--- src/rtl/sb_pkg.sv ---
package sb_pkg;
  typedef enum logic [1:0] {
    OP_LOAD  = 2'b00,
    OP_STORE = 2'b01,
    OP_FENCE = 2'b10
  } sb_op_e;
endpackage

--- src/rtl/sb_fifo.sv ---
module sb_fifo #(
  parameter int DEPTH = 4,
  parameter int AW    = 8,
  parameter int DW    = 16
) (
  input  logic          clk,
  input  logic          rst_n,
  input  logic          push,
  input  logic [AW-1:0] push_addr,
  input  logic [DW-1:0] push_data,
  input  logic          pop,
  input  logic [AW-1:0] look_addr,
  output logic [AW-1:0] head_addr,
  output logic [DW-1:0] head_data,
  output logic          empty,
  output logic          full,
  output logic          hit,
  output logic [DW-1:0] hit_data
);
  localparam int PW = $clog2(DEPTH);
  localparam int CW = PW + 1;

  logic [AW-1:0] addr_q [DEPTH];
  logic [DW-1:0] data_q [DEPTH];
  logic [PW-1:0] wr_q, wr_d, rd_q, rd_d;
  logic [CW-1:0] cnt_q, cnt_d;

  always_comb begin
    wr_d  = wr_q;
    rd_d  = rd_q;
    cnt_d = cnt_q;
    if (push) wr_d = wr_q + PW'(1);
    if (pop)  rd_d = rd_q + PW'(1);
    case ({push, pop})
      2'b10:   cnt_d = cnt_q + CW'(1);
      2'b01:   cnt_d = cnt_q - CW'(1);
      default: cnt_d = cnt_q;
    endcase
  end

  always_ff @(posedge clk or negedge rst_n) begin
    if (!rst_n) begin
      wr_q  <= '0;
      rd_q  <= '0;
      cnt_q <= '0;
    end else begin
      wr_q  <= wr_d;
      rd_q  <= rd_d;
      cnt_q <= cnt_d;
    end
  end

  always_ff @(posedge clk or negedge rst_n) begin
    if (!rst_n) begin
      for (int e = 0; e < DEPTH; e++) begin
        addr_q[e] <= '0;
        data_q[e] <= '0;
      end
    end else begin
      for (int e = 0; e < DEPTH; e++) begin
        if (push && (wr_q == PW'(e))) begin
          addr_q[e] <= push_addr;
          data_q[e] <= push_data;
        end
      end
    end
  end

  assign empty     = (cnt_q == '0);
  assign full      = (cnt_q == CW'(DEPTH));
  assign head_addr = addr_q[rd_q];
  assign head_data = data_q[rd_q];

  // Walk from oldest to youngest; a later match overrides an earlier one.
  always_comb begin
    logic [PW-1:0] idx;
    hit      = 1'b0;
    hit_data = '0;
    idx      = rd_q;
    for (int k = 0; k < DEPTH; k++) begin
      idx = rd_q + PW'(k);
      if ((k < int'(cnt_q)) && (addr_q[idx] == look_addr)) begin
        hit      = 1'b1;
        hit_data = data_q[idx];
      end
    end
  end

  AST_NO_OVERFLOW: assert property (@(posedge clk) disable iff (!rst_n)
    push |-> !full);
  AST_NO_UNDERFLOW: assert property (@(posedge clk) disable iff (!rst_n)
    pop |-> !empty);
endmodule

--- src/rtl/sb_mem_arb.sv ---
module sb_mem_arb #(
  parameter int AW = 8,
  parameter int DW = 16
) (
  input  logic          clk,
  input  logic          rst_n,
  input  logic          ld_start,
  input  logic [AW-1:0] ld_addr,
  input  logic          st_avail,
  input  logic [AW-1:0] st_addr,
  input  logic [DW-1:0] st_data,
  input  logic          mem_ready,
  output logic          mem_valid,
  output logic          mem_write,
  output logic [AW-1:0] mem_addr,
  output logic [DW-1:0] mem_wdata,
  output logic          st_done,
  output logic          ld_done,
  output logic          ld_wait
);
  logic          ld_wait_q, ld_wait_d;
  logic [AW-1:0] ld_addr_q, ld_addr_d;
  logic          st_act_q, st_act_d;
  logic          sel_ld, sel_st;

  // A waiting load wins the port unless a store is already on it.
  assign sel_ld    = ld_wait_q && !st_act_q;
  assign sel_st    = !sel_ld && st_avail;
  assign mem_valid = sel_ld || sel_st;
  assign mem_write = sel_st;
  assign mem_addr  = sel_ld ? ld_addr_q : st_addr;
  assign mem_wdata = st_data;
  assign st_done   = sel_st && mem_ready;
  assign ld_done   = sel_ld && mem_ready;
  assign ld_wait   = ld_wait_q;

  always_comb begin
    ld_wait_d = ld_wait_q;
    ld_addr_d = ld_addr_q;
    if (ld_start) begin
      ld_wait_d = 1'b1;
      ld_addr_d = ld_addr;
    end else if (ld_done) begin
      ld_wait_d = 1'b0;
    end
    st_act_d = sel_st && !mem_ready;
  end

  always_ff @(posedge clk or negedge rst_n) begin
    if (!rst_n) begin
      ld_wait_q <= 1'b0;
      ld_addr_q <= '0;
      st_act_q  <= 1'b0;
    end else begin
      ld_wait_q <= ld_wait_d;
      if (ld_start) ld_addr_q <= ld_addr_d;
      st_act_q  <= st_act_d;
    end
  end

  AST_MEM_HOLD: assert property (@(posedge clk) disable iff (!rst_n)
    (mem_valid && !mem_ready) |=> (mem_valid && $stable(mem_addr) && $stable(mem_write)
      && (!mem_write || $stable(mem_wdata))));
  AST_SINGLE_LOAD: assert property (@(posedge clk) disable iff (!rst_n)
    ld_start |-> !ld_wait_q);
endmodule

--- src/rtl/store_buffer_fence.sv ---
module store_buffer_fence #(
  parameter int DEPTH = 4,
  parameter int AW    = 8,
  parameter int DW    = 16
) (
  input  logic          clk,
  input  logic          rst_n,
  input  logic          sc_mode,
  input  logic          req_valid,
  input  logic [1:0]    req_op,
  input  logic [AW-1:0] req_addr,
  input  logic [DW-1:0] req_wdata,
  output logic          req_ready,
  output logic          rsp_valid,
  output logic [DW-1:0] rsp_rdata,
  output logic          mem_valid,
  output logic          mem_write,
  output logic [AW-1:0] mem_addr,
  output logic [DW-1:0] mem_wdata,
  input  logic          mem_ready,
  input  logic [DW-1:0] mem_rdata,
  output logic          sb_empty
);
  import sb_pkg::*;

  logic          is_ld, is_st, is_fn, acc;
  logic          push, pop, ld_acc, fwd, ld_start;
  logic          fifo_empty, fifo_full, hit;
  logic [AW-1:0] head_addr;
  logic [DW-1:0] head_data, hit_data;
  logic          ld_done, ld_wait;
  logic          rsp_valid_q, rsp_valid_d;
  logic [DW-1:0] rsp_data_q, rsp_data_d;
  logic          sc_load_q, sc_load_d;

  assign is_fn = req_op[1];
  assign is_st = !is_fn && (req_op[0] == OP_STORE[0]);
  assign is_ld = !is_fn && !is_st;

  always_comb begin
    req_ready = 1'b0;
    if (!ld_wait) begin
      if (is_fn)      req_ready = fifo_empty;
      else if (is_st) req_ready = !fifo_full;
      else            req_ready = sc_mode ? fifo_empty : 1'b1;
    end
  end

  assign acc      = req_valid && req_ready;
  assign push     = acc && is_st;
  assign ld_acc   = acc && is_ld;
  assign fwd      = ld_acc && !sc_mode && hit;
  assign ld_start = ld_acc && !fwd;

  sb_fifo #(.DEPTH(DEPTH), .AW(AW), .DW(DW)) u_fifo (
    .clk      (clk),
    .rst_n    (rst_n),
    .push     (push),
    .push_addr(req_addr),
    .push_data(req_wdata),
    .pop      (pop),
    .look_addr(req_addr),
    .head_addr(head_addr),
    .head_data(head_data),
    .empty    (fifo_empty),
    .full     (fifo_full),
    .hit      (hit),
    .hit_data (hit_data)
  );

  sb_mem_arb #(.AW(AW), .DW(DW)) u_arb (
    .clk      (clk),
    .rst_n    (rst_n),
    .ld_start (ld_start),
    .ld_addr  (req_addr),
    .st_avail (!fifo_empty),
    .st_addr  (head_addr),
    .st_data  (head_data),
    .mem_ready(mem_ready),
    .mem_valid(mem_valid),
    .mem_write(mem_write),
    .mem_addr (mem_addr),
    .mem_wdata(mem_wdata),
    .st_done  (pop),
    .ld_done  (ld_done),
    .ld_wait  (ld_wait)
  );

  always_comb begin
    rsp_valid_d = fwd || ld_done;
    rsp_data_d  = rsp_data_q;
    if (fwd)          rsp_data_d = hit_data;
    else if (ld_done) rsp_data_d = mem_rdata;
    sc_load_d = ld_start ? sc_mode : sc_load_q;
  end

  always_ff @(posedge clk or negedge rst_n) begin
    if (!rst_n) begin
      rsp_valid_q <= 1'b0;
      rsp_data_q  <= '0;
      sc_load_q   <= 1'b0;
    end else begin
      rsp_valid_q <= rsp_valid_d;
      if (rsp_valid_d) rsp_data_q <= rsp_data_d;
      if (ld_start)    sc_load_q  <= sc_load_d;
    end
  end

  assign rsp_valid = rsp_valid_q;
  assign rsp_rdata = rsp_data_q;
  assign sb_empty  = fifo_empty;

  AST_SC_LOAD_ORDER: assert property (@(posedge clk) disable iff (!rst_n)
    (mem_valid && !mem_write && sc_load_q) |-> fifo_empty);
  AST_FENCE_DRAINED: assert property (@(posedge clk) disable iff (!rst_n)
    (acc && is_fn) |=> !(mem_valid && mem_write));
  AST_FWD_NO_MEM: assert property (@(posedge clk) disable iff (!rst_n)
    fwd |=> (rsp_valid && !ld_wait));
endmodule

--- config.mk ---
export PLATFORM = sky130hd
export DESIGN_NAME = store_buffer_fence
export DESIGN_NICKNAME = d
export VERILOG_FILES = /design/src/rtl/sb_pkg.sv /design/src/rtl/sb_fifo.sv /design/src/rtl/sb_mem_arb.sv /design/src/rtl/store_buffer_fence.sv
export SDC_FILE = /design/constraint.sdc
export NUM_CORES = 1
export LEC_CHECK = 0
export BUFFER_PORTS_ARGS = -buffer_cell sky130_fd_sc_hd__buf_2
export CORE_UTILIZATION = 65
export CTS_BUF_LIST = sky130_fd_sc_hd__clkbuf_8
export CTS_CLUSTER_DIAMETER = 120
export DETAILED_ROUTE_END_ITERATION = 6
export PLACE_DENSITY_LB_ADDON = 0.05
export SYNTH_ARGS = -nofsm -noshare
export SYNTH_HDL_FRONTEND = slang
export SYNTH_SLANG_ARGS = --single-unit
--- constraint.sdc ---
create_clock -name clk -period 7.31 [get_ports clk]
set_clock_uncertainty 0.2 [all_clocks]
set_input_delay 0.3655 -clock clk [delete_from_list [all_inputs] [get_ports clk]]
set_output_delay 0.3655 -clock clk [all_outputs]
set_load 0.02 [all_outputs]
Yosys cells after proc, flatten, opt, wreduce, memory -nomap -nowiden
Cells that the tools add are included.
{"block": "classes", "add_sub_neg": 6, "bitwise_logic": 4, "n_eq_ne": 10, "n_mux": 42, "order_cmp": 8, "n_reduce_logical": 38}
{"op": "$mux 16", "count": 14}
{"op": "$bmux 16 s2", "count": 4}
{"op": "$mux 8", "count": 9}
{"op": "$bmux 8 s2", "count": 4}
{"op": "$eq 8x8->1", "count": 4}
{"op": "$logic_and 1x1->1", "count": 21}
{"op": "$ge 3x3->1 const B", "count": 4}
{"op": "$not 2->3", "count": 4}
{"op": "$mux 1", "count": 10}
{"op": "$logic_not 1->1", "count": 9}
{"op": "$eq 2x2->1 const B", "count": 3}
{"op": "$lt 1x3->1 const A", "count": 2}
{"op": "$lt 2x3->1 const A", "count": 2}
{"op": "$pmux 3 s2", "count": 1}
{"op": "$reduce_bool 2->1", "count": 3}
{"op": "$add 2x1->2 const B", "count": 2}
{"op": "$add 2x2->2 const B", "count": 2}
{"op": "$eq 2x1->1 const B", "count": 2}
{"op": "$add 3x1->3 const B", "count": 1}
{"op": "$eq 3x3->1 const B", "count": 1}
{"op": "$logic_not 3->1", "count": 1}
{"op": "$sub 3x1->3 const B", "count": 1}
{"op": "$logic_not 2->1", "count": 1}
{"op": "$logic_or 1x1->1", "count": 2}
{"op": "$reduce_and 2->1", "count": 1}
{"block": "word_totals", "input_bits": 47, "elab_cells": 124, "out_inout_bits": 45, "ff_bits": 130}

Longest topological paths before layout
Gate-level depths: netlist (run 1).
{"block": "logic_depth", "depth_word": 14, "ltp_mapped": 13}

By module
Synthesis (run 1) repeated with hierarchy kept, for this count alone.
{"block": "hier_totals", "cells_unflattened": 773, "area_unflattened_um2": 9207.6}
{"module": "sb_fifo", "seq_area_each_um2": 2577.5, "instances": 1, "area_per_inst_um2": 7597.3, "cells_per_inst": 654}
{"module": "store_buffer_fence", "seq_area_each_um2": 425.4, "instances": 1, "area_per_inst_um2": 954.7, "cells_per_inst": 65}
{"module": "sb_mem_arb", "seq_area_each_um2": 250.2, "instances": 1, "area_per_inst_um2": 655.6, "cells_per_inst": 54}

Worst setup path after synthesis (run 1)
Ideal clock, no wire load.
{"block": "synth_path", "kind": "register to register", "from": "register u_fifo.cnt_q[0]", "to": "register u_fifo.addr_q[0] (netlist name)", "path_stages_with_launch": 12, "setup_slack_ns": 4.148, "arrival_time_ns": 2.837, "required_ns": 6.985, "setup_ns": 0.125, "cell_sequence": "dfrtp_1 inv_1 ha_1 nor2b_1 a21oi_1 nor2_1 and3_1 and2_1 clkbuf_1 nand2_1 buf_1 mux2_2"}
{"block": "synth_via", "elab_chain_len": 8, "word_cells_on_any_way": 10, "cone_classes": "eq/ne (1); mux (4); reduce/logical (5)"}
{"item": "start: declaration", "line": "sb_fifo.sv:26", "rtl": "logic [CW-1:0] cnt_q, cnt_d;"}
{"item": "start signal: assignment", "line": "sb_fifo.sv:49", "rtl": "cnt_q <= cnt_d;"}
{"item": "$logic_not 3->1 (*)", "line": "sb_fifo.sv:69", "rtl": "assign empty = (cnt_q == '0);"}
{"item": "net sb_empty", "line": "store_buffer_fence.sv:22", "rtl": "output logic sb_empty"}
{"item": "$mux 1", "line": "store_buffer_fence.sv:45", "rtl": "else req_ready = sc_mode ? fifo_empty : 1'b1;"}
{"item": "$mux 1", "line": "store_buffer_fence.sv:44", "rtl": "else if (is_st) req_ready = !fifo_full;"}
{"item": "$mux 1 (*)", "line": "store_buffer_fence.sv:43", "rtl": "if (is_fn) req_ready = fifo_empty;"}
{"item": "$mux 1 (*)", "line": "store_buffer_fence.sv:42", "rtl": "if (!ld_wait) begin"}
{"item": "net req_ready", "line": "store_buffer_fence.sv:13", "rtl": "output logic req_ready,"}
{"item": "$logic_and 1x1->1 (*)", "line": "store_buffer_fence.sv:49", "rtl": "assign acc = req_valid && req_ready;"}
{"item": "$logic_and 1x1->1 (*)", "line": "store_buffer_fence.sv:50", "rtl": "assign push = acc && is_st;"}
{"item": "$logic_and 1x1->1 (*)", "line": "sb_fifo.sv:61", "rtl": "if (push && (wr_q == PW'(e))) begin"}
{"item": "end signal: indexed assignment", "line": "sb_fifo.sv:62", "rtl": "addr_q[e] <= push_addr;"}
{"item": "end: declaration", "line": "sb_fifo.sv:23", "rtl": "logic [AW-1:0] addr_q [DEPTH];"}
Mark *: on every way through the listed nets, which the timed path passes. The rest lies on a longest branch.
A chain may end at the register's enable or synchronous reset.

Worst setup path in the final report (run 1)
{"block": "layout_path", "from": "register u_fifo.rd_q[1]", "to": "register rsp_data_q[5] (netlist: rsp_rdata[5])"}
{"block": "layout_via", "elab_chain_len": 13, "word_cells_on_any_way": 52, "cone_classes": "add/sub (3); eq/ne (4); mux (33); bitwise (4); reduce/logical (8)"}
{"item": "start: declaration", "line": "sb_fifo.sv:25", "rtl": "logic [PW-1:0] wr_q, wr_d, rd_q, rd_d;"}
{"item": "start signal: assignment", "line": "sb_fifo.sv:48", "rtl": "rd_q <= rd_d;"}
{"item": "$add 2x1->2 or $not 2->3 (tied branches)", "line": "sb_fifo.sv:81, sb_fifo.sv:82, sb_fifo.sv:84"}
{"item": "$not 2->3 (not written as such) or $bmux 8 s2 (tied branches)", "line": "sb_fifo.sv:82, sb_fifo.sv:84"}
{"item": "$bmux 8 s2 or $mux 8 (tied branches)", "line": "sb_fifo.sv:82", "rtl": "if ((k < int'(cnt_q)) && (addr_q[idx] == look_addr)) begin"}
{"item": "$mux 8 (not written as such)", "line": "sb_fifo.sv:82"}
{"item": "$mux 8 (not written as such) or $eq 8x8->1 (tied branches)", "line": "sb_fifo.sv:82"}
{"item": "$eq 8x8->1 or $logic_and 1x1->1 (tied branches)", "line": "sb_fifo.sv:82"}
{"item": "$logic_and 1x1->1 or $mux 1 (tied branches)", "line": "sb_fifo.sv:82"}
{"item": "$mux 1 (3 in series)", "line": "sb_fifo.sv:82"}
{"item": "$logic_and 1x1->1", "line": "store_buffer_fence.sv:52", "rtl": "assign fwd = ld_acc && !sc_mode && hit;"}
{"item": "$reduce_bool 2->1 (no line) or $logic_or 1x1->1 (tied branches)"}
{"item": "$reduce_and 2->1 (no line)"}
{"item": "end signal: assignment", "line": "store_buffer_fence.sv:104", "rtl": "if (rsp_valid_d) rsp_data_q <= rsp_data_d;"}
{"item": "end: declaration", "line": "store_buffer_fence.sv:33", "rtl": "logic [DW-1:0] rsp_data_q, rsp_data_d;"}
Parallel ways exist; a longest one is shown, timed or not. The select of a mux whose other input is x is not followed.

==> results by group, run 1 <==
Layout
  • Multi-input gate area: 4780 µm²
  • Final Core Density: 75.2%
  • Net count, final: 848
  • Reg area: 3260 µm²
  • Synthesis-to-finish area growth: 13.3%
  • Antenna diodes: 0
  • Fill count: 864
  • Share of cells above drive strength 1: 38.9%
  • Non-Filler Instances: 977

CTS
  • Clk root buf: clkbuf_8
  • Total CTS buffers: 17
  • Cts hold-fix bufs: 17
  • Post-cts gate resize count: 0
  • Setup bufs post-CTS: 0
  • CTS tree: yes
  • Worst skew pair latency: 0.45 ns
  • H-tree levels: 4
  • Clk buf depth: 2
  • Clock slew at reported path FFs: 0.08 ns
  • CTS sink count: 130

Routing
  • Avg WL per Cell: 21.4 µm
  • Initial DRC count: 623
  • Drt pass-1 iters: 5
  • Drt total wl: 20900 µm
  • Post-route DRC: 0
  • Post-DRT Antenna Nets: 0
  • Number of vias per cell: 6.59
  • Vias after detailed routing: 6440

Place
  • PortBufs: between 90 and 100
  • Pre-CTS WS: about 2.8 ns
  • Cells after DPL: 928
  • GP Congestion: roughly 0.85
  • Post-DP HPWL: 13500 µm

GRT
  • Busiest grt layer: met2
  • Met3 Use GR: 7.43%
  • Grt met1 use: 45.7%
  • GRT overflow: 0
  • Antenna violations before repair: 0
  • GRT Util Overall: approximately 33%
  • Met2 GRT Util: 52.3%
  • Pin count of the biggest net entering global routing: 70
  • Number of global-route vias before repair: ~6400
  • First-pass GRT wire length: approximately 33000 µm

Logic synthesis
  • Synth cell types: 45
  • YS warnings: 0
  • Seq cells post-synth: 130
  • Synth Instances: 718
  • Post-synth EDFFs: 0
  • Avg Cell Area, Syn: about 12 µm²
  • Register area share after synthesis: between 30% and 40%
  • Ys flop type: dfrtp_1
  • Mapped Area: approximately 8300 µm²
  • Post-synth ARST share: 100%
  • Syn nets: 774

Timing
  • Relative slew margins: 28.0%
  • RSZ-0062 raised after global routing: false
  • Slew Limit Fails: 0
  • Hold Violations, Final: 0
  • Measured slew at the worst slew-check pin: 1.08 ns
  • Fin Hold WS: 0.127 ns
  • Setup ws final: 2.61 ns
  • Min Tclk post-route: 4.70 ns
  • Sum of negative setup slack: 0 ns
  • Setup-failing EPs final: 0
  • Crit share post-route: between 60% and 70%
  • FMAX: 0.213 GHz

Pwr
  • Combinational share of power: between 40% and 50%
  • Net Sw Frac: 42.2%
  • Clock power share: 16.4%
  • Power Dens Cells: 462 nW/µm²
  • Sequential power share: 34.2%
  • Leakage: 0.00438 µW
  • Net switching power: 1840 µW
  • Worst vdd ir: 321 µV
  • Int Pwr: 2520 µW

Floorplan
  • Boundary Pins: 92
  • Chip width: 115 µm
  • Die Ht: between 100 and 150 µm
  • Die area: 13300 µm²
  • Cell Rows: 41
  • Core area: ~13000 µm²
  • Initial Util: about two thirds

Worst setup path
  • Worst path slowest cell: nor4b_4
  • Worst-path maximum fanout: 55
  • CP max stage delay: a little over 0.9 ns
  • Critical path class: flop to flop
  • Crit path capture type: flop
  • Startpoint Class: flop
  • WP buf/inv: 1
  • Worst setup path start: u_fifo.rd_q[1]$_DFFE_PN0P_
  • Crit-path cells: buf_4 > mux4_2 > xnor2_1 > o211ai_1 > a211o_1 > nor4b_4 > a211oi_1 > a211o_1 > a31oi_1
  • CP delay by family, top: compound AO/OA/AOI/OAI gates
  • Worst path arrival time: 4.87 ns
  • Reg2reg start: u_fifo.rd_q[1]$_DFFE_PN0P_
  • Cell mode on critical path: a211o_1
  • WP data required: 7.48 ns

Min path
  • Hold wc startpoint: req_addr[4]
  • Worst min-delay path class: input port to flop

Job
  • Max_cap viols: 0

Outcome
  • Status: complete, no violations
-- synthesized netlist by cell type (2+ instances only) --
cell type  number  area share [%]
xor2_1         15             1.6
xnor2_1        24             2.5
o211ai_1       29             2.6
and3_1         19             1.4
buf_6           6            0.81
a211oi_1       38             3.4
dfrtp_1       130              39
a21o_1          2            0.18
mux2i_1        41             4.9
a211o_1        17             1.8
nand2b_1        4            0.30
mux2_2        130              18
o2111ai_1       2            0.21
o21ai_0        10            0.60
clkbuf_1       30             1.3
inv_1           6            0.27
mux4_2         36             9.7
nor2_1         33             1.5
ha_1            9             1.3
nor2b_1         3            0.22
nand3_1         3            0.18
mux2i_2         3            0.49
nor3_1          6            0.36
a31oi_1        17             1.3
a21oi_1        11            0.66
and2_1          3            0.22
buf_2          14            0.84
buf_1          12            0.54
nand2_1        49             2.2
-- power by group through the flow --
| stage | clock network (µW) | registers (µW) | logic (µW) |
|---|---|---|---|
| 2_1_floorplan | 0 | 1290 | 1750 |
| 3_3_place_gp | 0 | 1450 | 2060 |
| 3_5_place_dp | 0 | 1490 | 2120 |
| 4_1_cts | 728 | 1480 | 2150 |
| 5_1_grt | 759 | 1540 | 2320 |
| 6_report | 716 | 1490 | 2160 |
-- cell usage in the layout, fill, tap and decap left out, types with 2 or more instances in the layout --
cell	netlist	routed
a211o_1	17	17
a211oi_1	38	38
a21o_1	2	2
a21oi_1	11	11
a31oi_1	17	17
and2_1	3	3
and3_1	19	19
buf_2	14	90
buf_4	1	11
bufinv_16	0	5
clkbuf_8	0	19
clkinv_2	0	2
clkinvlp_4	0	5
dfrtp_1	130	128
dfrtp_4	0	2
dlygate4sd3_1	0	17
ha_1	9	9
inv_1	6	6
mux2_2	130	130
mux2i_1	41	41
mux2i_2	3	3
mux4_2	36	36
nand2_1	49	48
nand2b_1	4	4
nand3_1	3	3
nor2_1	33	33
nor2b_1	3	2
nor3_1	6	5
o2111ai_1	2	2
o211ai_1	29	29
o21ai_0	10	10
xnor2_1	24	24
xor2_1	15	15
-- cells by family after synthesis --
kind of cell,count (synthesis),share of synthesized area (%)
and+or+nand+nor,125,7.05
adders and majority gates,9,1.35
DFF,130,39.0
xor gates and xnor gates,39,4.09
buffers and inverters,70,3.94
muxes,210,32.7
AOI/OAI and AO/OA,135,11.9
-- metal layers --
| layer | part of all wire [%] | wire, µm |
|---|---|---|
| met2 | 47 | 9890 |
| met3 | 7.2 | 1500 |
| met4 | 2.2 | 450 |
| met5 | 0 | 0 |
| met1 | 43 | 9020 |
-- worst reg2reg max path: stages (launching register included) --
cell and delay, ns:
dfrtp_4 0.89, buf_4 0.54, mux4_2 0.58, xnor2_1 0.14, o211ai_1 0.09, a211o_1 0.59, nor4b_4 0.93, a211oi_1 0.20
a211o_1 0.31, a31oi_1 0.15
-- metrics by stage --
step                      instance area, µm²  total power [µW]
after detailed placement                8810              3610
after floorplan                         8340              3050
after CTS                               9450              4350
final                                   9450              4370
after global placement                  8810              3510
after global routing                    9450              4620
-- final timing paths --
check	end	slack, ns	cells past startpoint
max	rsp_rdata[5]$_DFFE_PN0P_	2.61	9
min in group asynchronous	u_fifo.cnt_q[1]$_DFFE_PN0P_	0.35	2
min reg2reg	u_arb.ld_addr_q[3]$_DFFE_PN0P_	0.31	1
max in group asynchronous	u_fifo.data_q[21]$_DFFE_PN0P_	5.15	3
min	u_fifo.addr_q[20]$_DFFE_PN0P_	0.13	2
max reg2reg	rsp_rdata[5]$_DFFE_PN0P_	2.61	9
-- final cells by class --
cell class	instances	area share, %
repair buffers	118	7.44
multi-input cells	518	50.6
well taps	172	2.28
clock inverters	13	2.18
flip-flops and latches	130	34.5
clock buffers	19	2.77
inverters	7	0.278
-- flip-flops by register name (all words and copies together), names as in the netlist --
signal           count
u_fifo.rd_q          2
u_fifo.cnt_q         3
u_arb.ld_wait        1
rsp_rdata           16
u_arb.ld_addr_q      8
u_fifo.data_q       64
rsp_valid            1
u_fifo.addr_q       32
u_fifo.wr_q          2
u_arb.st_act_q       1
Note: power is estimated with default switching activity, not from simulation.
==> run 2: changes to the inputs <==
ABC_AREA = 1   (was default)
CORE_UTILIZATION = 56   (was 65)
clock period = 4.16 ns   (was 7.31 ns; I/O delays follow)
==> run 2 against run 1 <==
  * Maximum frequency is 29% higher
  * Highest routed layer unchanged
  * Sequential cell count stayed put
  * Routed wire length is 23% higher
  * Critical path type unchanged
==> results by group, run 2 <==
Worst setup path
  • Worst r2r dst: rsp_rdata[5]$_DFFE_PN0P_
  • Critical path class: flop to flop
  • Startpoint Class: flop
  • WP data required: 4.33 ns
  • Reg2reg start: u_fifo.rd_q[0]$_DFFE_PN0P_
  • Worst path slowest cell: dfrtp_4
  • Crit path capture type: flop
  • Crit path capture: rsp_rdata[5]$_DFFE_PN0P_
  • Worst-path maximum fanout: between 50 and 60
  • Path depth of the worst reg2reg path: 16
  • Crit-path cells: inv_2 > nand2_1 > nand2_2 > nand2_1 > nand2_1 > nand2_1 > nand4_1 > nor2_2 > nand2_4 > nand2_1 > nand2_1 > nand2_1 > nand2_1 > nand2_1 > nand2_1 > a21oi_1
  • Worst path arrival time: 3.82 ns
  • R2r setup slk: 0.51 ns
  • CP max stage delay: 0.73 ns
  • Cell mode on critical path: nand2_1
  • Worst setup path start: u_fifo.rd_q[0]$_DFFE_PN0P_

CTS
  • CTS sink count: 130
  • H-tree levels: 4
  • Setup bufs post-CTS: 0
  • Total CTS buffers: 17
  • Clk root buf: clkbuf_8
  • Worst skew pair latency: 0.45 ns
  • Post-cts gate resize count: 0
  • CTS tree: yes
  • Clock slew at reported path FFs: 0.08 ns
  • Clk buf depth: 2

Logic synthesis
  • Largest cells by area after synthesis: dfrtp_1 37%, nand2_1 20%, o21ai_0 12%
  • Synth top area share: a little over a third
  • Synth top cells by count: 474 x nand2_1, 214 x o21ai_0, 130 x dfrtp_1
  • Ys flop type: dfrtp_1
  • Synth Instances: 1335
  • YS warnings: 0
  • Avg Cell Area, Syn: 6.68 µm²
  • Mapped Area: a little under 9000 µm²
  • Seq cells post-synth: 130
  • Post-synth EDFFs: 0
  • Synth area leader: dfrtp_1
  • Most common cell in the synthesized netlist: nand2_1
  • Register area share after synthesis: approximately 37%
  • Syn nets: between 1000 and 1500
  • Post-synth ARST share: 100%
  • Synth cell types: 34

Pwr
  • Power Dens Cells: 766 nW/µm²
  • Worst vdd ir: 416 µV
  • Leakage: 0.00518 µW

Floorplan
  • Initial Util: 58.0%
  • Die Ht: between 100 and 150 µm
  • Core area: ~15000 µm²
  • Die area: 16400 µm²
  • Boundary Pins: 92
  • Chip width: 128 µm
  • Cell Rows: 45

Layout
  • Synthesis-to-finish area growth: 13.5%
  • Net count, final: 1471
  • Most frequent cells in the layout: 474 x nand2_1, 214 x o21ai_0, 129 x dfrtp_1
  • Reg area: about 3300 µm²
  • Commonest non-fill, non-tap cell in the layout: nand2_1
  • Largest register by flop count: u_fifo.data_q
  • Antenna diodes: 0
  • Non-Filler Instances: 1638
  • Share of cells above drive strength 1: 11.6%
  • Largest register FFs: 64
  • Multi-input gate area: 4870 µm²
  • Fill count: roughly 1400

GRT
  • GRT overflow: 0
  • Number of global-route vias before repair: ~7800
  • Antenna violations before repair: 0
  • Pin count of the biggest net entering global routing: 75
  • GRT Util Overall: 32.7%
  • First-pass GRT wire length: about 41000 µm

Routing
  • Vias after detailed routing: between 8000 and 9000
  • Avg WL per Cell: around 16 µm
  • Number of vias per cell: 5.47
  • Post-route DRC: 0
  • Initial DRC count: approximately 1100
  • Drt pass-1 iters: 6
  • Drt total wl: 25700 µm
  • Post-DRT Antenna Nets: 0

Place
  • Cells after DPL: ~1600
  • Post-DP HPWL: 18000 µm
  • GP Congestion: between 0.9 and 1
  • PortBufs: 91

Timing
  • Sum of negative setup slack: 0 ns
  • Relative slew margins: 44.8%
  • RSZ-0062 raised after global routing: false
  • FMAX: around 0.27 GHz
  • Crit share post-route: 87.8%
  • Measured slew at the worst slew-check pin: around 0.83 ns
  • Min Tclk post-route: 3.65 ns
  • Hold Violations, Final: 0
  • Slew Limit Fails: 0
  • Setup-failing EPs final: 0

Min path
  • Worst min-delay path class: input port to flop

Outcome
  • Status: complete, no violations

Job
  • Max_cap viols: 0
run 2: cell types whose count changed after synthesis, moves of 28 or more:
cell	change
o21ai_1	+30
inv_1	+90
nand4_1	+30
mux4_2	-36
o211ai_1	-28
nor2_1	+35
o21ai_0	+204
mux2_2	-130
a211oi_1	-38
nand3_1	+84
nand2_1	+425
run 2: metal layers:
| metal | global-route usage [%] | wire length, µm |
|---|---|---|
| met3 | 8.51 | 2780 |
| met4 | 6.92 | 229 |
| met2 | 42.6 | 9970 |
| met1 | 53.0 | 12800 |
| met5 | 0 | 0 |
run 2: kinds of logic (layout without fill, tap and decap cells):
logic type / Yosys count / count (layout) / share of synthesized area [%]
multiplexers: 32 / 32 / 3.59
XOR/XNOR: 9 / 9 / 0.885
adder cells (fa/ha/maj): 9 / 9 / 1.26
AO/OA/AOI/OAI: 267 / 268 / 15.3
buffers and inverters: 185 / 276 / 8.96
flip-flops: 130 / 130 / 36.5
AND/OR/NAND/NOR: 703 / 703 / 33.5
run 2: stage by stage:
step	worst slack (ns)	power, µW	area [µm²]	utilization [%]	hold WS [ns]
CTS	0.343	7630	10100	65.7	0.0155
detailed placement	0.385	6450	9350	60.9	0.140
finish	0.508	7750	10100	65.8	0.0436
global route	0.154	8380	10100	65.8	0.0435
global placement	0.456	6360	9350	60.9	0.142
floorplan	1.22	5310	8910	-	-0.288
run 2: repair_timing:
item,4_1_cts,5_1_grt
setup endpoints to repair,0,10
hold buffers,34,0
hold endpoints to repair,144,0
run 2: how the worst min path moves through the flow:
stage	from	to	slack, ns	cells after the start
2_1_floorplan	rst_n	rsp_rdata[0]$_DFFE_PN0P_	-0.29	0
3_5_place_dp	rst_n	u_arb.ld_addr_q[6]$_DFFE_PN0P_	0.14	1
4_1_cts	req_addr[0]	u_arb.ld_addr_q[0]$_DFFE_PN0P_	0.02	3
6_report	req_addr[0]	u_arb.ld_addr_q[0]$_DFFE_PN0P_	0.04	3
5_1_grt	req_addr[0]	u_arb.ld_addr_q[0]$_DFFE_PN0P_	0.04	3
3_3_place_gp	rst_n	u_arb.ld_addr_q[6]$_DFFE_PN0P_	0.14	1
run 2: final cells by class:
class	instances	share of cell area (%)
Clock inverter	13	1.61
Clock buffer	18	2.45
Inverter	103	3.82
Sequential cell	130	32.2
Multi-Input combinational cell	1021	48.2
Tap cell	211	2.61
Timing Repair Buffer	142	9.15
run 2: power by group:
group	internal, µW	total (µW)	switching, µW
combinational	1370	4370	3010
sequential	1770	2230	458
clock	606	1140	539
total	3740	7750	4000
run 2: worst max-delay path: cells and delay by family (launching register included):
kind | cells | cell delay (ns)
DFF | 1 | 0.73
and+or+nand+nor | 14 | 2.44
AOI/OAI and AO/OA | 1 | 0.12
buffers and inverters | 1 | 0.09
==> run 3: changes to the inputs <==
PLACE_DENSITY = 0.79   (was default)
PLACE_DENSITY_LB_ADDON = default   (was 0.05)
==> run 3 against run 2 <==
  * Die area unchanged
  * Sequential power about the same
  * Combinational power is 1% higher
  * Largest power group unchanged
  * Highest routed layer unchanged
  * Non-clock buffer count rose by 4
==> results by group, run 3 (synthesized netlist as in run 2, its figures left out) <==
Outcome
  • Status: complete, no violations

CTS
  • CTS sink count: 130
  • CTS tree: yes
  • Worst skew pair latency: 0.46 ns
  • Clk buf depth: 2
  • Clk root buf: clkbuf_8
  • Setup bufs post-CTS: 0
  • Clock slew at reported path FFs: ~0.090 ns
  • H-tree levels: 4
  • Total CTS buffers: 17

Timing
  • Min Tclk post-route: 3.58 ns
  • Measured slew at the worst slew-check pin: 0.818 ns
  • RSZ-0062 raised after global routing: false
  • Slew Limit Fails: 0
  • FMAX: 0.280 GHz
  • Setup-failing EPs final: 0
  • Crit share post-route: between 80 and 90%
  • Hold Violations, Final: 0
  • Relative slew margins: 45.5%
  • Sum of negative setup slack: 0 ns

Worst setup path
  • WP data required: 4.35 ns
  • Worst path arrival time: 3.77 ns
  • Crit path capture type: flop
  • Critical path class: flop to flop
  • Worst-path maximum fanout: 45
  • Startpoint Class: flop

Layout
  • Net count, final: 1474
  • Largest register by flop count: u_fifo.data_q
  • Antenna diodes: 0
  • Largest register FFs: 64
  • Commonest non-fill, non-tap cell in the layout: nand2_1
  • Share of cells above drive strength 1: 12.1%
  • Synthesis-to-finish area growth: 13.5%
  • Fill count: 1407
  • Most frequent cells in the layout: 473 x nand2_1, 214 x o21ai_0, 129 x dfrtp_1

Place
  • PortBufs: 91
  • Post-DP HPWL: ~18000 µm
  • GP Congestion: 0.964

Pwr
  • Tot Pwr: around 7700 µW
  • Worst vdd ir: ~300 µV
  • Power Dens Cells: 761 nW/µm²
  • Leakage: about 0.0052 µW

Routing
  • Vias after detailed routing: approximately 9000
  • Avg WL per Cell: about 15 µm
  • Drt pass-1 iters: 7
  • Initial DRC count: 1102
  • Number of vias per cell: 5.56
  • Post-DRT Antenna Nets: 0
  • Drt total wl: 25400 µm
  • Post-route DRC: 0

Floorplan
  • Chip width: 128 µm
  • Cell Rows: 45
  • Die area: 16400 µm²
  • Core area: 15400 µm²
  • Die Ht: ~130 µm
  • Boundary Pins: 92
  • Initial Util: 58.0%

GRT
  • GRT Util Overall: 32.1%
  • Number of global-route vias before repair: just under 8000
  • Pin count of the biggest net entering global routing: 80
  • GRT overflow: 0
  • Antenna violations before repair: 0
  • First-pass GRT wire length: 40800 µm

Min path
  • Worst min-delay path class: input port to flop

Job
  • Max_cap viols: 0
[run 3: cell types whose count changed in the layout (fill, tap and decap cells not counted), sizes merged]
cell	before	now
inv	103	108
buf	108	112
bufinv	3	0
clkinv	9	7
clkinvlp	1	3
clkbuf	18	17
o21bai	2	1
[run 3: path summary, 6_finish.rpt]
kind / from / end / slack, ns / depth (start not counted)
min in group asynchronous: rst_n / u_fifo.addr_q[22]$_DFFE_PN0P_ / 0.12 / 2
max reg2reg: u_fifo.rd_q[0]$_DFFE_PN0P_ / rsp_rdata[8]$_DFFE_PN0P_ / 0.58 / 18
max in group asynchronous: rst_n / u_fifo.rd_q[0]$_DFFE_PN0P_ / 2.76 / 3
max: u_fifo.rd_q[0]$_DFFE_PN0P_ / rsp_rdata[8]$_DFFE_PN0P_ / 0.58 / 18
min: req_addr[0] / u_arb.ld_addr_q[0]$_DFFE_PN0P_ / 0.02 / 3
min reg2reg: u_fifo.data_q[15]$_DFFE_PN0P_ / u_fifo.data_q[15]$_DFFE_PN0P_ / 0.29 / 2
[run 3: routing by layer]
metal  wire length, µm  global-route usage, %  vias up
met5                 0                      0        -
met3              2750                   8.31       29
met1             12400                   50.7     4127
met4               315                   6.92        0
li1                  -                      -     4503
met2              9940                   43.3      466
[run 3: layout make-up]
type	instances	area (µm²)	area share [%]
inverter	103	387	3.82
clock inverter	15	143	1.41
timing repair buffer	146	968	9.57
clock buffer	17	234	2.31
sequential	130	3260	32.2
multi-input combinational	1020	4860	48.1
tap	211	264	2.61
[run 3: what timing repair did]
action | 4_1_cts | 5_1_grt
endpoints found under the setup margin | 0 | 1
hold buffers | 34 | 0
hold endpoints to repair | 136 | 0
gates resized for setup | 0 | 1
[run 3: report_power, final]
group | switching (µW) | internal [µW] | leakage (µW)
clock | 605 | 439 | 0.000183
combinational | 3050 | 1380 | 0.00331
sequential | 455 | 1770 | 0.00168
total | 4110 | 3590 | 0.00517
[run 3: stage by stage]
stage | cells | hold slack, ns | cell area [µm²] | setup WS [ns] | utilization, %
after detailed placement | 1576 | 0.0874 | 9400 | 0.459 | 61.1
after global routing | 1642 | 0.0435 | 10100 | 0.264 | 65.8
after global placement | 1576 | 0.0874 | 9400 | 0.587 | 61.1
final | 1642 | 0.0214 | 10100 | 0.584 | 65.8
after CTS | 1642 | 0.00600 | 10100 | 0.446 | 65.8
after floorplan | 1335 | -0.288 | 8910 | 1.22 | -
[run 3: worst max-delay path: stages (launching register included)]
cell and delay, ns:
dfrtp_4 0.68, inv_2 0.44, nand2_1 0.09, nand2_1 0.09, inv_1 0.06, nand2_1 0.08
nand2_1 0.06, nand2_1 0.05, nand2_1 0.05, nand2_1 0.05, nor2_1 0.04, buf_4 0.18
nand3_2 0.07, buf_4 0.24, nand2_2 0.11, o21bai_4 0.40, buf_4 0.31, o21ai_0 0.12
a21oi_1 0.18
